$ cat src/rtl/dsc_pkg.sv
package dsc_pkg;

    // One bit per strobe direction
    typedef struct packed {
        logic up;
        logic dn;
    } dsc_pair_t;

    // Action chosen for the count register in a cycle, highest priority first
    typedef enum logic [2:0] {
        DSC_CLEAR,
        DSC_LOAD,
        DSC_UP,
        DSC_DOWN,
        DSC_HOLD
    } dsc_act_e;

endpackage

$ cat src/rtl/dsc_sync.sv
module dsc_sync #(
    parameter int   STAGES = 2,
    parameter logic IDLE   = 1'b1
) (
    input  logic clk,
    input  logic rst_n,
    input  logic d_i,
    output logic q_o
);

    logic [STAGES-1:0] chain_d;
    logic [STAGES-1:0] chain_q;

    // Shift chain: stage 0 samples the raw line, later stages follow
    for (genvar g = 0; g < STAGES; g++) begin : g_stage
        if (g == 0) begin : g_first
            assign chain_d[g] = d_i;
        end else begin : g_rest
            assign chain_d[g] = chain_q[g-1];
        end
    end

    always_ff @(posedge clk or negedge rst_n) begin
        if (!rst_n) begin
            chain_q <= {STAGES{IDLE}};
        end else begin
            chain_q <= chain_d;
        end
    end

    assign q_o = chain_q[STAGES-1];

endmodule

$ cat src/rtl/dsc_strobe_edge.sv
module dsc_strobe_edge
    import dsc_pkg::*;
(
    input  logic      clk,
    input  logic      rst_n,
    input  dsc_pair_t lvl_i,
    output dsc_pair_t rise_o,
    output dsc_pair_t step_o
);

    typedef struct packed {
        dsc_pair_t prev;
    } edge_state_t;

    edge_state_t state_d;
    edge_state_t state_q;

    always_comb begin
        state_d      = state_q;
        state_d.prev = lvl_i;

        rise_o.up = lvl_i.up & ~state_q.prev.up;
        rise_o.dn = lvl_i.dn & ~state_q.prev.dn;

        // A strobe edge counts only while the other line rests high,
        // and two edges in one cycle cancel.
        step_o.up = rise_o.up & lvl_i.dn & ~rise_o.dn;
        step_o.dn = rise_o.dn & lvl_i.up & ~rise_o.up;
    end

    always_ff @(posedge clk or negedge rst_n) begin
        if (!rst_n) begin
            state_q <= '{prev: '{up: 1'b1, dn: 1'b1}};
        end else begin
            state_q <= state_d;
        end
    end

endmodule

$ cat src/rtl/dsc_count_core.sv
module dsc_count_core
    import dsc_pkg::*;
#(
    parameter int CNT_W  = 4,
    parameter bit DECADE = 1'b1
) (
    input  logic             clk,
    input  logic             rst_n,
    input  logic             clr_i,
    input  logic             load_ni,
    input  logic [CNT_W-1:0] data_i,
    input  dsc_pair_t        step_i,
    output logic [CNT_W-1:0] cnt_o
);

    localparam logic [CNT_W-1:0] TOP_VAL = DECADE ? CNT_W'(9) : {CNT_W{1'b1}};

    typedef struct packed {
        logic [CNT_W-1:0] cnt;
    } core_state_t;

    core_state_t state_d;
    core_state_t state_q;
    dsc_act_e    act;

    // Up step: terminal wraps to zero; out-of-range values wrap naturally
    function automatic logic [CNT_W-1:0] step_up(input logic [CNT_W-1:0] v);
        return (v == TOP_VAL) ? '0 : v + CNT_W'(1);
    endfunction

    // Down step: zero wraps to terminal; everything else subtracts one
    function automatic logic [CNT_W-1:0] step_down(input logic [CNT_W-1:0] v);
        return (v == '0) ? TOP_VAL : v - CNT_W'(1);
    endfunction

    always_comb begin
        if (clr_i) begin
            act = DSC_CLEAR;
        end else if (!load_ni) begin
            act = DSC_LOAD;
        end else if (step_i.up) begin
            act = DSC_UP;
        end else if (step_i.dn) begin
            act = DSC_DOWN;
        end else begin
            act = DSC_HOLD;
        end

        state_d = state_q;
        unique case (act)
            DSC_CLEAR: state_d.cnt = '0;
            DSC_LOAD:  state_d.cnt = data_i;
            DSC_UP:    state_d.cnt = step_up(state_q.cnt);
            DSC_DOWN:  state_d.cnt = step_down(state_q.cnt);
            default:   state_d.cnt = state_q.cnt;
        endcase
    end

    always_ff @(posedge clk or negedge rst_n) begin
        if (!rst_n) begin
            state_q <= '{cnt: '0};
        end else begin
            state_q <= state_d;
        end
    end

    assign cnt_o = state_q.cnt;

endmodule

$ cat src/rtl/dsc_cascade_out.sv
module dsc_cascade_out #(
    parameter int CNT_W  = 4,
    parameter bit DECADE = 1'b1
) (
    input  logic [CNT_W-1:0] cnt_i,
    input  logic             up_lvl_i,
    input  logic             dn_lvl_i,
    output logic             carry_no,
    output logic             borrow_no
);

    localparam logic [CNT_W-1:0] TOP_VAL = DECADE ? CNT_W'(9) : {CNT_W{1'b1}};

    logic at_top;
    logic at_zero;

    always_comb begin
        at_top    = (cnt_i == TOP_VAL);
        at_zero   = (cnt_i == '0);
        // Pulses follow the strobe's low phase so they end with a rising edge
        carry_no  = ~(at_top  & ~up_lvl_i);
        borrow_no = ~(at_zero & ~dn_lvl_i);
    end

endmodule

$ cat src/rtl/dual_strobe_counter.sv
module dual_strobe_counter
    import dsc_pkg::*;
#(
    parameter int CNT_W       = 4,
    parameter bit DECADE      = 1'b1,
    parameter int SYNC_STAGES = 2
) (
    input  logic             clk,
    input  logic             rst_n,
    input  logic             clr_i,
    input  logic             load_ni,
    input  logic [CNT_W-1:0] data_i,
    input  logic             up_i,
    input  logic             dn_i,
    output logic [CNT_W-1:0] cnt_o,
    output logic             carry_no,
    output logic             borrow_no
);

    dsc_pair_t raw_w;
    dsc_pair_t lvl_w;
    dsc_pair_t rise_w;
    dsc_pair_t step_w;

    assign raw_w.up = up_i;
    assign raw_w.dn = dn_i;

    dsc_sync #(.STAGES(SYNC_STAGES), .IDLE(1'b1)) i_sync_up (
        .clk   (clk),
        .rst_n (rst_n),
        .d_i   (raw_w.up),
        .q_o   (lvl_w.up)
    );

    dsc_sync #(.STAGES(SYNC_STAGES), .IDLE(1'b1)) i_sync_dn (
        .clk   (clk),
        .rst_n (rst_n),
        .d_i   (raw_w.dn),
        .q_o   (lvl_w.dn)
    );

    dsc_strobe_edge i_edge (
        .clk    (clk),
        .rst_n  (rst_n),
        .lvl_i  (lvl_w),
        .rise_o (rise_w),
        .step_o (step_w)
    );

    dsc_count_core #(.CNT_W(CNT_W), .DECADE(DECADE)) i_core (
        .clk     (clk),
        .rst_n   (rst_n),
        .clr_i   (clr_i),
        .load_ni (load_ni),
        .data_i  (data_i),
        .step_i  (step_w),
        .cnt_o   (cnt_o)
    );

    dsc_cascade_out #(.CNT_W(CNT_W), .DECADE(DECADE)) i_out (
        .cnt_i     (cnt_o),
        .up_lvl_i  (lvl_w.up),
        .dn_lvl_i  (lvl_w.dn),
        .carry_no  (carry_no),
        .borrow_no (borrow_no)
    );

endmodule

$ cat config.mk
export PLATFORM = sky130hd
export DESIGN_NAME = dual_strobe_counter
export DESIGN_NICKNAME = d
export VERILOG_FILES = /design/src/rtl/dsc_pkg.sv /design/src/rtl/dsc_sync.sv /design/src/rtl/dsc_strobe_edge.sv /design/src/rtl/dsc_count_core.sv /design/src/rtl/dsc_cascade_out.sv /design/src/rtl/dual_strobe_counter.sv
export SDC_FILE = /design/constraint.sdc
export NUM_CORES = 1
export LEC_CHECK = 0
export BUFFER_PORTS_ARGS = -buffer_cell sky130_fd_sc_hd__buf_2
export CORE_AREA = 5 5 43 45
export DETAILED_ROUTE_END_ITERATION = 16
export DIE_AREA = 0 0 48 50
export PLACE_DENSITY_LB_ADDON = 0.1
export SKIP_LAST_GASP = 1
export SYNTH_ARGS = -nofsm -noshare
export SYNTH_HDL_FRONTEND = slang
export SYNTH_HIERARCHICAL = 1
export SYNTH_SLANG_ARGS = --single-unit
$ cat constraint.sdc
create_clock -name clk -period 3.81 [get_ports clk]
set_input_delay 0.762 -clock clk [delete_from_list [all_inputs] [get_ports clk]]
set_output_delay 0.762 -clock clk [all_outputs]
set_load 0.005 [all_outputs]
==> flow_summary.toml <==
[worst_setup_path]
reg2reg_depth = 6
end_kind = "primary output"
ff2ff_setup_slack_ns = 1.95
worstPathMaxFanout = 11
cp-start-kind = "flip-flop"
crit_arrival_ns = 1.17
critPathRequiredTime_ns = 3.05
critPathKind = "flip-flop to primary output"

[run]
maxCapViolations = 0

[power_and_ir_drop]
p_sw_mw = 0.0650
total_power_mw = 0.257
power.leakage_nw = 0.322
power_density_nw_per_um2 = 356
vdd_drop_max_mv = 0.230
internal_power_mw = 0.192
power_frac_seq = 0.482
p_clk_frac = 0.369
comb_power_share = 0.150
swShare = 0.253

[detailed_routing]
dr.pass1.iters = 6
drt-initial-drc-count = 7
drc = 0
via_per_inst = 5.54
vias = 499
drt-total-wl_um = 1290
ant_nets = 0
wl_per_cell_um = 14.4

[finish]
fillers = 142
regArea_um2 = 258
design_area_um2 = 723
finish.utilization = 0.503
drive_gt1_frac = 0.405
areaGrowthSynthToFinish_pct = 19.9
multi_input_area_um2 = 323
num_antenna_cells = 0
nets = 89

[floorplanning]
start_util = 0.420
dieWidth_um = 48
dieArea_um2 = 2400
core_area_um2 = 1440
ios = 16
die_h_um = 50
num_rows = 14

[placement]
hpwl_um = 959
placed_area_um2 = 687
gp_congestion = 0.787
port_buffers = 15

[timing]
hold_slack_ns = 0.343
tightest_slew_ns = 0.339
fin_worst_skew_ns = 0.00678
setup_viol = 0
drv_slew = 0
finalCritPeriodShare = 0.507
fmax_mhz = 517
relSlewSlack = 0.774
final_hold_viol_count = 0
period_minus_slack_ns = 1.93
finalSetupTns_ns = 0
grt_setup_unrepaired = "no"

[cts]
numCtsBuffers = 3
post_cts_buffers = 0
cts_max_level = 1
cts-root-buf = "clkbuf_4"
worstSkewPairLatency_ns = 0.26
cts_tree = "yes"
postCtsHoldBufs = 0
clkSinkCount = 10
post_cts_resized = 0
cts_buffer_depth = 2
clk_pin_slew_ns = 0.07

[grt]
grt.overflow.total = 0
grt_pass1_vias = 493
antenna_found_initial = 0
grt_usage = 0.132
grt_max_degree = 12
grt_pass1_wl_um = 2260

[yosys]
syn_nets = 70
postSynthAreaPerCell_um2 = 10.8
netlist_instances = 56
synth-warning-count = 6
netlist_area_um2 = 603

[run_status]
outcome = "complete, no violations"

[hold_path]
hold_class = "primary input to async pin"
-- area by class of cell --
type / count / share of cell area
clock buffers: 4 / 0.0502
repair buffers: 15 / 0.104
multi-input cells: 42 / 0.446
flip-flops and latches: 10 / 0.356
well taps: 16 / 0.0277
inverters: 3 / 0.0156
-- power by group through the flow --
| stage | clock (mW) | combinational (mW) | sequential [mW] |
|---|---|---|---|
| 3_5_place_dp | 0 | 0.0388 | 0.126 |
| 6_report | 0.0949 | 0.0386 | 0.124 |
| 3_3_place_gp | 0 | 0.0379 | 0.125 |
| 4_1_cts | 0.0998 | 0.0390 | 0.124 |
| 2_1_floorplan | 0 | 0.0258 | 0.123 |
| 5_1_grt | 0.104 | 0.0435 | 0.126 |
-- state kept, by name (all words and copies together), names as in the netlist --
signal and cells:
i_core/cnt_o 4, i_edge/state_q 2, i_sync_dn/chain_q 2, i_sync_up/chain_q 2
-- per-layer routing --
layer  up-vias  wire [µm]  global-route usage
met5         -          0                   0
met4         0         23              0.0762
met3         2        107              0.0436
met2        20        548               0.163
met1       230        614               0.193
li1        247          -                   -
-- placed cells by master (no fill, tap or decap), types with 2 or more instances in the layout --
master	count
inv_1	3
dfstp_2	6
nor2_1	5
dfrtp_1	4
xor2_1	2
ha_1	4
and4b_1	2
nand2_1	3
o21ai_0	2
buf_2	15
clkbuf_4	3
a221o_1	2
nand3_1	3
-- metrics by stage --
| stage | setup WS [ns] | cells |
|---|---|---|
| 2_1_floorplan | 2.10 | 56 |
| 3_3_place_gp | 1.95 | 86 |
| 5_1_grt | 1.76 | 90 |
| 3_5_place_dp | 1.92 | 86 |
| 4_1_cts | 1.86 | 90 |
| 6_report | 1.88 | 90 |
-- final timing paths --
path                                             endpoint                           start
max                                             borrow_no     i_core/cnt_o[3]$_DFFE_PN0P_
min                           i_core/cnt_o[1]$_DFFE_PN0P_                           rst_n
max reg2reg                   i_core/cnt_o[1]$_DFFE_PN0P_     i_core/cnt_o[0]$_DFFE_PN0P_
min reg2reg                i_sync_up/chain_q[1]$_DFF_PN1_  i_sync_up/chain_q[0]$_DFF_PN1_
max in group asynchronous     i_edge/state_q[0]$_DFF_PN1_                           rst_n
min in group clk           i_sync_up/chain_q[1]$_DFF_PN1_  i_sync_up/chain_q[0]$_DFF_PN1_
-- critical path, cell delays in order (launching register included) --
cell,delay [ns]
dfrtp_1,0.50
nor3_1,0.21
nand2_1,0.07
buf_2,0.12
(Power assumes the default switching activity.)
